<file path="config.mk">
export PLATFORM = sky130hd
export DESIGN_NAME = prio_intc
export DESIGN_NICKNAME = d
export VERILOG_FILES = /design/src/rtl/intc_pkg.sv /design/src/rtl/intc_req_bank.sv /design/src/rtl/intc_resolver.sv /design/src/rtl/intc_ack_seq.sv /design/src/rtl/intc_svc_bank.sv /design/src/rtl/prio_intc.sv
export SDC_FILE = /design/constraint.sdc
export NUM_CORES = 1
export LEC_CHECK = 0
export BUFFER_PORTS_ARGS = -buffer_cell sky130_fd_sc_hd__clkbuf_2
export CAP_MARGIN = 20
export CORE_UTILIZATION = 54
export DETAILED_ROUTE_END_ITERATION = 16
export PLACE_DENSITY = 0.78
export SLEW_MARGIN = 20
export SYNTH_ARGS = -nofsm -noshare
export SYNTH_HDL_FRONTEND = slang
export SYNTH_SLANG_ARGS = --single-unit
export TNS_END_PERCENT = 30
</file>
<file path="constraint.sdc">
create_clock -name clk -period 2.6 [get_ports clk]
set_input_delay 0 -clock clk [delete_from_list [all_inputs] [get_ports clk]]
set_output_delay 0 -clock clk [all_outputs]
set_load 0.01 [all_outputs]
</file>
<file path="src/rtl/intc_pkg.sv">
package intc_pkg;
    localparam int NLVL = 8;
    localparam int LVLW = $clog2(NLVL);
    localparam int VECW = 8;

    typedef enum logic [1:0] {
        ACK_IDLE = 2'd0,
        ACK_PH1  = 2'd1,
        ACK_PH2  = 2'd2
    } ack_state_e;

    typedef enum logic {
        CFG_MASK = 1'b0,
        CFG_BASE = 1'b1
    } cfg_target_e;

    typedef struct packed {
        logic            hit;
        logic [LVLW-1:0] lvl;
    } pick_t;

    function automatic pick_t first_set(input logic [NLVL-1:0] v);
        pick_t p;
        p.hit = 1'b0;
        p.lvl = '0;
        for (int i = NLVL - 1; i >= 0; i--) begin
            if (v[i]) begin
                p.hit = 1'b1;
                p.lvl = LVLW'(i);
            end
        end
        return p;
    endfunction

    function automatic logic [NLVL-1:0] lvl_onehot(input pick_t p);
        logic [NLVL-1:0] m;
        m = '0;
        if (p.hit) m[p.lvl] = 1'b1;
        return m;
    endfunction
endpackage

</file>
<file path="src/rtl/intc_req_bank.sv">
module intc_req_bank
    import intc_pkg::*;
#(
    parameter int N = NLVL
) (
    input  logic         clk,
    input  logic         rst,
    input  logic [N-1:0] irq_in,
    input  logic [N-1:0] trig_level,
    input  logic [N-1:0] clr_mask,
    output logic [N-1:0] irr
);
    logic [N-1:0] irq_q;
    logic [N-1:0] rise;

    always_ff @(posedge clk) begin
        if (rst) irq_q <= '0;
        else     irq_q <= irq_in;
    end

    assign rise = irq_in & ~irq_q;

    for (genvar i = 0; i < N; i++) begin : g_lvl
        always_ff @(posedge clk) begin
            if (rst)                irr[i] <= 1'b0;
            else if (trig_level[i]) irr[i] <= irq_in[i];
            else                    irr[i] <= rise[i] | (irr[i] & ~clr_mask[i]);
        end
    end
endmodule

</file>
<file path="src/rtl/intc_resolver.sv">
module intc_resolver
    import intc_pkg::*;
(
    input  logic [NLVL-1:0] irr,
    input  logic [NLVL-1:0] imr,
    input  logic [NLVL-1:0] isr,
    output pick_t           winner
);
    pick_t req_top;
    pick_t svc_top;

    always_comb begin
        req_top    = first_set(irr & ~imr);
        svc_top    = first_set(isr);
        winner.lvl = req_top.lvl;
        winner.hit = req_top.hit && (!svc_top.hit || (req_top.lvl < svc_top.lvl));
    end
endmodule

</file>
<file path="src/rtl/intc_ack_seq.sv">
module intc_ack_seq
    import intc_pkg::*;
(
    input  logic clk,
    input  logic rst,
    input  logic ack_req,
    output logic ph1,
    output logic ph2
);
    ack_state_e st, st_nx;

    always_comb begin
        st_nx = st;
        case (st)
            ACK_IDLE: if (ack_req) st_nx = ACK_PH1;
            ACK_PH1:  st_nx = ACK_PH2;
            ACK_PH2:  st_nx = ACK_IDLE;
            default:  st_nx = ACK_IDLE;
        endcase
    end

    always_ff @(posedge clk) begin
        if (rst) st <= ACK_IDLE;
        else     st <= st_nx;
    end

    assign ph1 = (st == ACK_PH1);
    assign ph2 = (st == ACK_PH2);
endmodule

</file>
<file path="src/rtl/intc_svc_bank.sv">
module intc_svc_bank
    import intc_pkg::*;
(
    input  logic            clk,
    input  logic            rst,
    input  logic [NLVL-1:0] set_mask,
    input  logic            eoi,
    output logic [NLVL-1:0] isr
);
    logic [NLVL-1:0] eoi_clr;

    always_comb begin
        eoi_clr = eoi ? lvl_onehot(first_set(isr)) : '0;
    end

    always_ff @(posedge clk) begin
        if (rst) isr <= '0;
        else     isr <= (isr & ~eoi_clr) | set_mask;
    end
endmodule

</file>
<file path="src/rtl/prio_intc.sv">
module prio_intc
    import intc_pkg::*;
(
    input  logic            clk,
    input  logic            rst,
    input  logic [NLVL-1:0] irq_in,
    input  logic [NLVL-1:0] trig_level,
    input  logic            cfg_we,
    input  logic            cfg_sel,
    input  logic [VECW-1:0] cfg_wdata,
    input  logic            ack_req,
    input  logic            eoi,
    output logic            int_out,
    output logic [VECW-1:0] vec_out,
    output logic            vec_valid
);
    localparam int BASEW = VECW - LVLW;
    localparam logic [LVLW-1:0] SPUR_LVL = LVLW'(NLVL - 1);

    logic [NLVL-1:0]  irr, imr, isr;
    logic [NLVL-1:0]  svc_mask;
    logic [BASEW-1:0] base_hi;
    logic             ph1, ph2;
    pick_t            winner;
    pick_t            frz;
    logic [LVLW-1:0]  ret_lvl;

    intc_req_bank #(.N(NLVL)) u_req (
        .clk        (clk),
        .rst        (rst),
        .irq_in     (irq_in),
        .trig_level (trig_level),
        .clr_mask   (svc_mask),
        .irr        (irr)
    );

    intc_resolver u_res (
        .irr    (irr),
        .imr    (imr),
        .isr    (isr),
        .winner (winner)
    );

    intc_ack_seq u_seq (
        .clk     (clk),
        .rst     (rst),
        .ack_req (ack_req),
        .ph1     (ph1),
        .ph2     (ph2)
    );

    intc_svc_bank u_svc (
        .clk      (clk),
        .rst      (rst),
        .set_mask (svc_mask),
        .eoi      (eoi),
        .isr      (isr)
    );

    always_ff @(posedge clk) begin
        if (rst) begin
            imr     <= '1;
            base_hi <= '0;
        end else if (cfg_we) begin
            if (cfg_target_e'(cfg_sel) == CFG_MASK) imr <= cfg_wdata[NLVL-1:0];
            else                                    base_hi <= cfg_wdata[VECW-1:LVLW];
        end
    end

    always_ff @(posedge clk) begin
        if (rst)      frz <= '0;
        else if (ph1) frz <= winner;
    end

    assign ret_lvl  = frz.hit ? frz.lvl : SPUR_LVL;
    assign svc_mask = ph2 ? lvl_onehot(frz) : '0;

    always_ff @(posedge clk) begin
        if (rst) begin
            vec_out   <= '0;
            vec_valid <= 1'b0;
        end else begin
            vec_valid <= ph2;
            if (ph2) vec_out <= {base_hi, ret_lvl};
        end
    end

    assign int_out = winner.hit;
endmodule

</file>
# ---- Word level (Yosys, flattened, before mapping)
# Index checks and enable logic that the tools add are counted.
dict set report classes {
  order_cmp 5
  eq_ne 3
  mux 35
  bitwise 32
  reduce_logical 8
}
# cell count
set op_table {}
lappend op_table {{$mux W4} 16}
lappend op_table {{$mux W8} 4}
lappend op_table {{$and A8 B8 Y8} 3}
lappend op_table {{$not A8 Y8} 3}
lappend op_table {{$mux W1} 10}
lappend op_table {{$not A1 Y1} 9}
lappend op_table {{$and A1 B1 Y1} 8}
lappend op_table {{$lt A3 B4 Y1 const B} 2}
lappend op_table {{$or A1 B1 Y1} 8}
lappend op_table {{$or A8 B8 Y8} 1}
lappend op_table {{$demux W1 S3} 2}
lappend op_table {{$ge A3 B1 Y1 const B} 2}
lappend op_table {{$pmux W2 S2} 1}
lappend op_table {{$reduce_and A2 Y1} 2}
lappend op_table {{$logic_and A1 B1 Y1} 3}
lappend op_table {{$lt A3 B3 Y1} 1}
lappend op_table {{$mux W3} 1}
lappend op_table {{$eq A2 B1 Y1 const B} 1}
lappend op_table {{$eq A2 B2 Y1 const B} 1}
lappend op_table {{$logic_not A2 Y1} 1}
lappend op_table {{$mux W2} 1}
lappend op_table {{$ne A2 B2 Y1 const B} 1}
lappend op_table {{$logic_not A1 Y1} 1}
lappend op_table {{$logic_or A1 B1 Y1} 1}
dict set report word_totals {
  regBits 52
  wordCells 100
}

# ---- Depth between registers and ports, before layout
# Gate-level depths: netlist of the first run.
dict set report depth {
  word_depth 17
  ltp_mapped 8
}

# ---- Hierarchy
# Synthesis of the first run repeated with hierarchy kept, for this count alone.
dict set report unflattened {
  hier_cells 259
  area_unflattened_um2 2437.3
}
# module instances cells_per_inst area_each_um2 seq_area_each_um2
set by_module_without_submodules {}
lappend by_module_without_submodules {prio_intc 1 119 1091.0 520.5}
lappend by_module_without_submodules {intc_req_bank 1 49 621.8 320.3}
lappend by_module_without_submodules {intc_svc_bank 1 40 325.3 160.2}
lappend by_module_without_submodules {intc_resolver 1 45 321.6 0.0}
lappend by_module_without_submodules {intc_ack_seq 1 6 77.6 40.0}

# ---- Worst setup path before layout of the first run
# No wires, ideal clock.
dict set report synth_path {
  path_kind {flip-flop to flip-flop}
  startpoint {reg u_req.irr[6]}
  endpoint {reg frz[3] (netlist name)}
  arrival_ns 1.730
  slack_ns 0.774
  stages_incl_launch_ff 9
  path_buffers 0
  cell_sequence {dfxtp_1 nor2b_2 nor4b_1 nor3_1 ha_1 o21a_1 o22ai_1 a31oi_1 o41ai_2}
}
# item line_no
set synth_lines {}
lappend synth_lines {{start, declared} intc_req_bank.sv:11} ;# output logic [N-1:0] irr
lappend synth_lines {{start signal, assigned by index} intc_req_bank.sv:26} ;# else if (trig_level[i]) irr[i] <= irq_in[i];
lappend synth_lines {{start signal, assigned by index} intc_req_bank.sv:27} ;# else irr[i] <= rise[i] | (irr[i] & ~clr_mask[i]);
lappend synth_lines {{end signal, assigned} prio_intc.sv:72} ;# else if (ph1) frz <= winner;
lappend synth_lines {{end, declared} prio_intc.sv:25} ;# pick_t frz;

==> impl_metrics.json, run 1 <==
{
  "status": "completed",
  "synth_nets": 291,
  "worst_setup_path_start_kind": "register",
  "grt_max_degree": 54,
  "cp.required_ps": 2600,
  "ys_types": 35,
  "ant_nets": 0,
  "place_congestion": 0.887,
  "hpwl_um": 3110,
  "cts_tree": "built",
  "utilization": 0.723,
  "drive_above_1_share": 0.184,
  "fin_crit_sh": 0.867,
  "routed_wirelength_um": 4530,
  "powerDensity_nw_per_um2": 553,
  "grt_pass1_wl_um": 7590,
  "num_vias": 1927,
  "port_buffers": 39,
  "antenna_found_initial": 0,
  "critPathCapture": "int_out",
  "area_growth_pct": 24.9,
  "crit_type": "reg -> out",
  "crit_path_end_kind": "primary output",
  "insertion_delay_ps": 300,
  "core_um2": 3740,
  "r2r-start": "u_req.irr[7]",
  "drv_cap": 0,
  "r2r_slack_ps": 580,
  "post_drt_via_cell_ratio": 5.24,
  "place_ws_ps": 598,
  "rows": 22,
  "tightest_slew_ps": 961,
  "p_leak_nw": 1.11,
  "cts_buffers": 5,
  "synthCells": 259,
  "antenna_cells": 0,
  "hp-class": "in -> reg",
  "mostFrequentLayoutCell": "dfxtp_1",
  "clock_sinks": 52,
  "ys_warn_count": 0,
  "dieArea_um2": 4270,
  "seq_area_frac_synth": 0.481,
  "max_freq_ghz": 0.444,
  "avgSynthCellArea_um2": 8.36,
  "hold_slack_ps": 6.65,
  "cts_setup_buffers": 0,
  "fin_nets": 351,
  "rsz0062_at_grt": "false",
  "fin_tns_setup_ps": 0,
  "reg2reg_depth": 8,
  "path_max_fanout": 3,
  "peakVddDrop_mv": 0.439,
  "finalHoldViolations": 0,
  "route.detailed.drc": 0,
  "cts_max_level": 2,
  "arrival_ps": 2250,
  "drt_iter0_markers": 81,
  "r2r_end": "frz[3]",
  "grt_overflow": 0,
  "maxSlewViolCount": 0,
  "slew_headroom": 0.359,
  "start_util": 0.579,
  "cts-root-buf": "clkbuf_8",
  "final.min_clock_period_ps": 2250,
  "finalNonFillerCells": 368,
  "finalPower_mw": 1.49,
  "io_pins": 40,
  "wire_per_inst_um": 12.3,
  "die_y_um": 65.3,
  "synth-seq-cells": 52,
  "die_x_um": 65.3,
  "worst_slack_ps": 347,
  "placed_cell_area_um2": 2390,
  "mostFrequentLayoutCells": "dfxtp_1, nand2_1, clkbuf_2",
  "grt_pass1_vias": 1796,
  "finalSetupViolCount": 0,
  "clock_skew_ps": 9.36,
  "track_usage": 0.237,
  "synth_area_um2": 2170,
  "cts_buffer_depth": 2,
  "clk_pin_slew_ps": 90,
  "dr.pass1.iters": 4,
  "dp.cells": 338,
  "final_cell_area_um2": 2710,
  "cp-startpoint": "u_req.irr[6]"
}
worst min path at each step:
stage / from / end / depth (start not counted)
finish: trig_level[5] / u_req.irr[5] / 3
global route: trig_level[4] / u_req.irr[4] / 3
CTS: eoi / u_svc.isr[0] / 4
detailed placement: cfg_wdata[1] / imr[1] / 3
global placement: cfg_wdata[1] / imr[1] / 3
floorplan: cfg_wdata[3] / imr[3] / 2
cell usage after synthesis, drive strengths merged:
master / n / area share
nor3: 5 / 0.012
o221ai: 1 / 0.0040
o21ai: 14 / 0.032
a31oi: 2 / 0.0058
inv: 10 / 0.017
nand3: 9 / 0.021
nor3b: 2 / 0.012
ha: 2 / 0.012
a32o: 3 / 0.014
o41ai: 1 / 0.0075
clkbuf: 5 / 0.0087
buf: 4 / 0.0081
o21a: 2 / 0.0069
a211oi: 2 / 0.0092
nand2: 45 / 0.078
nand2b: 11 / 0.033
nand3b: 14 / 0.049
or2b: 1 / 0.0035
nor2: 22 / 0.040
and3: 1 / 0.0029
a21oi: 27 / 0.062
nand4: 1 / 0.0029
o31ai: 1 / 0.0035
dfxtp: 52 / 0.48
a311oi: 2 / 0.0081
nor4b: 2 / 0.0081
nor2b: 17 / 0.056
o22ai: 1 / 0.0029
sequential cells by signal (all words and copies together) (netlist names):
signal       count
frz              4
u_svc.isr        8
u_req.irq_q      8
imr              8
base_hi          5
vec_out          8
vec_valid        1
u_seq.st         2
u_req.irr        8
metal layers:
layer / vias up / global-route usage / share of wire / routed length (µm)
met2: 42 / 0.390 / 0.47 / 2140
li1: 1005 / - / - / -
met3: 9 / 0.0573 / 0.039 / 176
met5: - / 0 / 0 / 0
met1: 871 / 0.293 / 0.47 / 2110
met4: 0 / 0.101 / 0.021 / 95
worst max-delay path, cell delays in order, from the launching register on:
cell and delay (ps):
dfxtp_1 310, nor2b_2 160, nor4b_1 370, nor3_1 130, ha_1 320, o21a_1 120, o22ai_1 70, a31oi_1 240
nor2_1 90, clkbuf_2 140
logic make-up after synthesis:
group                    synth area share
AND/OR/NAND/NOR                     0.317
AO/OA/AOI/OAI                       0.157
flip-flops                          0.481
buffers and inverters              0.0341
adder cells (fa/ha/maj)            0.0116
where the power goes:
group          switching, mW  leakage, nW  internal (mW)
sequential            0.0210        0.427          0.831
combinational         0.0848        0.630         0.0913
clock                  0.254       0.0510          0.213
total                  0.359         1.11           1.14
cell type report:
cell class	count	area, µm²
clock buffer	6	82.6
clock inverter	2	10.0
fill	320	1040
inverter	10	37.5
multi-input combinational	188	1050
sequential	52	1040
tap	48	60.1
timing repair buffer	62	423
what timing repair did:
| item | 4_1_cts | 5_1_grt |
|---|---|---|
| hold endpoints to repair | 27 | 0 |
| resized for setup | 0 | 0 |
| hold buffers | 22 | 0 |
Note: power is estimated with default switching activity, not from simulation.
==> run 2, diff against run 1 <==
--- a/config.mk
+++ b/config.mk
@@ -5,6 +5,7 @@
 export SDC_FILE = /design/constraint.sdc
 export NUM_CORES = 1
 export LEC_CHECK = 0
+export ABC_AREA = 1
 export BUFFER_PORTS_ARGS = -buffer_cell sky130_fd_sc_hd__clkbuf_2
 export CAP_MARGIN = 20
 export CORE_UTILIZATION = 54
==> impl_metrics.json, run 2 <==
{
  "status": "completed",
  "synth-main-ff-cell": "dfxtp_1",
  "dr.pass1.iters": 4,
  "avgSynthCellArea_um2": 7.27,
  "rsz0062_at_grt": "false",
  "io_pins": 40,
  "p_leak_nw": 1.33,
  "r2r-start": "u_req.irr[2]",
  "crit_path_end_kind": "primary output",
  "crit_path_cell_trace": "inv_1 > or2_2 > nand2_1 > inv_1 > a21oi_2 > ha_1 > nand2_1 > inv_1 > nand2_1 > nand2_1 > nand2_1 > nand2_2 > inv_1 > clkbuf_2",
  "ys_warn_count": 0,
  "hpwl_um": 3200,
  "cts_buffers": 5,
  "grt_max_degree": 28,
  "cpPeakStageDelay_ps": 310,
  "tightest_slew_ps": 674,
  "worst_slack_ps": 572,
  "place_ws_ps": 933,
  "async_reset_ff_frac": 0,
  "clk_pin_slew_ps": 80,
  "max_freq_ghz": 0.493,
  "cts-root-buf": "clkbuf_8",
  "post_drt_via_cell_ratio": 4.88,
  "cp-startpoint": "u_req.irr[2]",
  "yosys.area.top_type_share": 0.476,
  "clock_skew_ps": 6.68,
  "slew_headroom": 0.550,
  "seq_area_frac_synth": 0.476,
  "holdCritStartpoint": "eoi",
  "finalHoldViolations": 0,
  "arrival_ps": 2030,
  "drv_cap": 0,
  "routed_wirelength_um": 4830,
  "dieArea_um2": 4310,
  "synth_area_um2": 2190,
  "track_usage": 0.262,
  "route.detailed.drc": 0,
  "yosysMostFrequentCell": "inv_1",
  "mostFrequentLayoutCells": "inv_1, nor2_1, dfxtp_1",
  "worst_setup_path_start_kind": "register",
  "fin_tns_setup_ps": 0,
  "synth-edff-count": 0,
  "wire_per_inst_um": 11.7,
  "cts_buffer_depth": 2,
  "powerDensity_nw_per_um2": 570,
  "grt_pass1_vias": 1987,
  "die_y_um": 65.7,
  "fin_crit_sh": 0.780,
  "crit_type": "reg -> out",
  "finalSetupViolCount": 0,
  "slowest_stage": "dfxtp_1",
  "drt_iter0_markers": 113,
  "synth-seq-cells": 52,
  "num_vias": 2019,
  "path_max_fanout": 2,
  "cp.required_ps": 2600,
  "antenna_found_initial": 0,
  "mostFrequentLayoutCell": "inv_1",
  "maxSlewViolCount": 0,
  "area_growth_pct": 26.8,
  "peakVddDrop_mv": 0.460,
  "drive_above_1_share": 0.180,
  "die_x_um": 65.7,
  "final.min_clock_period_ps": 2030,
  "r2r_slack_ps": 890,
  "utilization": 0.736,
  "synth.area.top_cells": "dfxtp_1, inv_1, nor2_1",
  "cts_max_level": 2,
  "post-synth-top-area-cell": "dfxtp_1",
  "core_um2": 3770,
  "cts_tree": "built",
  "hp-class": "in -> reg",
  "grt_overflow": 0,
  "start_util": 0.580,
  "path_common_cell": "nand2_1",
  "rows": 22,
  "place_congestion": 0.904,
  "insertion_delay_ps": 310,
  "synth_commonest_cells": "inv_1, nor2_1, dfxtp_1, nand2_1, o21ai_0",
  "ant_nets": 0,
  "antenna_cells": 0,
  "fin_nets": 399,
  "port_buffers": 39,
  "synth_nets": 333,
  "ys_types": 25,
  "synthCells": 301,
  "clock_sinks": 52,
  "grt_pass1_wl_um": 8460
}
## run 2: power breakdown
| part | leakage, nW | internal, mW | switching, mW |
|---|---|---|---|
| Combinational | 0.852 | 0.0911 | 0.106 |
| Clock | 0.0501 | 0.276 | 0.249 |
| Sequential | 0.428 | 0.838 | 0.0204 |
| Total | 1.33 | 1.21 | 0.376 |
## run 2: repair_timing
action | 4_1_cts | 5_1_grt
resized for setup | 0 | 0
hold buffers | 25 | 0
setup buffers | 0 | 0
endpoints found under the hold margin | 30 | 0
## run 2: path summary, 6_finish.rpt
check,end,cells past startpoint
max,int_out,14
min,u_svc.isr[0],4
max reg2reg,frz[3],13
min reg2reg,u_req.irr[6],2
## run 2: critical path, delay by kind of cell, from the launching register on
family | cells | cell delay (ps)
AND/OR/NAND/NOR | 7 | 670
adder cells (fa/ha/maj) | 1 | 240
buffers and inverters | 5 | 340
AO/OA/AOI/OAI | 1 | 170
flip-flops | 1 | 310
## run 2: logic make-up after synthesis
group,after synthesis,share of synthesized area
fa+ha+maj,2,0.0114
compound gates,60,0.161
simple gates,119,0.234
buf+inv,68,0.118
flops,52,0.476
## run 2: cell type report
type,count,area (µm²)
Clock buffer,5,68.8
Clock inverter,1,30.0
Fill cell,311,997
Inverter,62,233
Multi-Input combinational cell,181,888
Sequential cell,52,1040
Tap cell,48,60.1
Timing Repair Buffer,65,453
## run 2: per-layer routing
metal,track usage,vias to the layer above,wire [µm]
li1,-,1069,-
met1,0.297,902,2210
met2,0.476,42,2420
met3,0.0417,6,137
met4,0.114,0,65
met5,0,-,0
## run 2: through the flow
stage | std cells | instance area, µm² | hold slack, ps | power (mW)
finish | 414 | 2770 | 40.1 | 1.58
global route | 414 | 2770 | 47.7 | 1.65
CTS | 414 | 2770 | 10.8 | 1.59
detailed placement | 383 | 2420 | 205 | 1.04
global placement | 383 | 2420 | 205 | 1.04
floorplan | 301 | 2190 | 103 | 0.983
==> run 3, diff against run 2 <==
--- a/config.mk
+++ b/config.mk
@@ -5,7 +5,7 @@
 export SDC_FILE = /design/constraint.sdc
 export NUM_CORES = 1
 export LEC_CHECK = 0
-export ABC_AREA = 1
+export ABC_AREA = 0
 export BUFFER_PORTS_ARGS = -buffer_cell sky130_fd_sc_hd__clkbuf_2
 export CAP_MARGIN = 20
 export CORE_UTILIZATION = 54
==> constraint.sdc (replaced) <==
create_clock -name clk -period 1.9 [get_ports clk]
set_input_delay 0 -clock clk [delete_from_list [all_inputs] [get_ports clk]]
set_output_delay 0 -clock clk [all_outputs]
set_load 0.01 [all_outputs]
==> impl_metrics.json, run 3 (synthesis results as in run 1) <==
{
  "fin_nets": 362,
  "cp.required_ps": 1900,
  "finalPower_mw": 2.06,
  "r2r_slack_ps": -150,
  "mostFrequentLayoutCells": "dfxtp_1, nand2_1, clkbuf_2",
  "antenna_cells": 0,
  "reg2reg_depth": 9,
  "drive_above_1_share": 0.239,
  "peakVddDrop_mv": 0.640,
  "fin_crit_sh": 1.09,
  "fillers": 296,
  "rows": 22,
  "grt_pass1_vias": 1883,
  "worst_setup_path_start_kind": "register",
  "die_y_um": 65.3,
  "place_congestion": 0.893,
  "grt_max_degree": 36,
  "m1WireLength_um": 2220,
  "placed_cell_area_um2": 2430,
  "clock_sinks": 52,
  "rsz0062_at_grt": "true",
  "max_freq_ghz": 0.481,
  "place_ws_ps": -101,
  "arrival_ps": 2080,
  "area_growth_pct": 30.8,
  "drv_cap": 0,
  "clock_skew_ps": 10.0,
  "hp-class": "in -> reg",
  "holdCritStartpoint": "trig_level[4]",
  "crit_path_end_kind": "primary output",
  "wl_met3_um": 229,
  "final_cell_area_um2": 2830,
  "io_pins": 40,
  "routed_wirelength_um": 5070,
  "p_leak_nw": 1.17,
  "crit_path_cell_trace": "nor2b_4 > o221ai_2 > a31oi_2 > ha_1 > o21a_1 > o22ai_1 > a31oi_1 > nor2_1 > buf_2",
  "route.detailed.drc": 0,
  "grt_pass1_wl_um": 8110,
  "r2r-start": "u_req.irr[6]",
  "maxSlewViolCount": 0,
  "highest_layer": "met4",
  "crit_type": "reg -> out",
  "worst_slack_ps": -180,
  "tightest_slew_ps": 643,
  "powerDensity_nw_per_um2": 725,
  "clk_pin_slew_ps": 90,
  "hold_depth": 3,
  "start_util": 0.579,
  "cts_tree": "built",
  "path_max_fanout": 3,
  "track_usage": 0.257,
  "slowest_stage": "dfxtp_2",
  "die_x_um": 65.3,
  "grt_overflow": 0,
  "slew_headroom": 0.571,
  "insertion_delay_ps": 310,
  "finalSetupViolCount": 2,
  "hpwl_um": 3330,
  "cts_buffers": 5,
  "wl_met2_um": 2520,
  "wire_per_inst_um": 13.4,
  "cts-root-buf": "clkbuf_8",
  "dr.pass1.iters": 4,
  "antenna_found_initial": 0,
  "violations": "negative setup slack",
  "final.min_clock_period_ps": 2080,
  "hold_slack_ps": 13.9,
  "finalHoldViolations": 0,
  "mostFrequentLayoutCell": "dfxtp_1",
  "cts_buffer_depth": 2,
  "cts_max_level": 2,
  "post_drt_via_cell_ratio": 5.31,
  "dieArea_um2": 4270,
  "cpPeakStageDelay_ps": 330,
  "port_buffers": 39,
  "core_um2": 3740,
  "multiInputGateArea_um2": 1100,
  "ant_nets": 0,
  "hold_end": "u_req.irr[4]",
  "num_vias": 2006,
  "regArea_um2": 1040,
  "fin_tns_setup_ps": -329,
  "drt_iter0_markers": 128,
  "r2r_end": "frz[3]",
  "status": "complete, but fails checks"
}
[run 3: cell types whose count changed in the layout (fill, tap and decap cells not counted), sizes merged, moves of 5 or more]
cell    before  now
a21oi       17   27
nor2        59   22
inv         62   10
buf          1   12
nand3b       0   14
nor2b        0   17
nand2b       0   11
o41ai        8    1
o21ai       31   14
or2          5    0
[run 3: through the flow]
stage / std cells / utilization
2_1_floorplan: 259 / -
3_3_place_gp: 343 / 0.649
3_5_place_dp: 343 / 0.649
4_1_cts: 378 / 0.757
5_1_grt: 378 / 0.757
6_report: 378 / 0.757
[run 3: worst max-delay path by stage]
stage,startpoint,endpoint,slack [ps]
4_1_cts,u_req.irr[6],int_out,-210
3_3_place_gp,u_req.irr[6],frz[3],10
5_1_grt,imr[5],int_out,-280
2_1_floorplan,u_req.irr[6],frz[3],70
3_5_place_dp,u_req.irr[7],frz[3],-100
6_report,u_req.irr[6],int_out,-180
[run 3: where the power goes]
part / switching (mW) / internal, mW
Sequential: 0.0307 / 1.14
Combinational: 0.129 / 0.149
Clock: 0.358 / 0.250
[run 3: critical path: cells and delay by family, from the launching register on]
kind                       cells  cell delay [ps]
DFF                            1              330
adders and majority gates      1              260
AOI/OAI and AO/OA              5              710
and+or+nand+nor                2              310
buffers and inverters          1              150
[run 3: layout make-up]
class                   count  share of cell area
clock buffers               5              0.0243
flip-flops and latches     52               0.369
clock inverters             2             0.00442
well taps                  48              0.0212
repair buffers             73               0.179
multi-input cells         188               0.389
inverters                  10              0.0132
[run 3: metal layers]
layer	global-route usage	vias up
li1	-	1030
met1	0.297	913
met2	0.446	54
met3	0.0677	9
met4	0.103	0
met5	0	-
[run 3: timing repair]
action | CTS | global route
endpoints found under the setup margin | 2 | 2
setup buffers | 5 | 0
resized for setup | 12 | 2
hold buffers | 23 | 0
cloned | 0 | 0
hold endpoints to repair | 28 | 0
pin swaps | 4 | 0
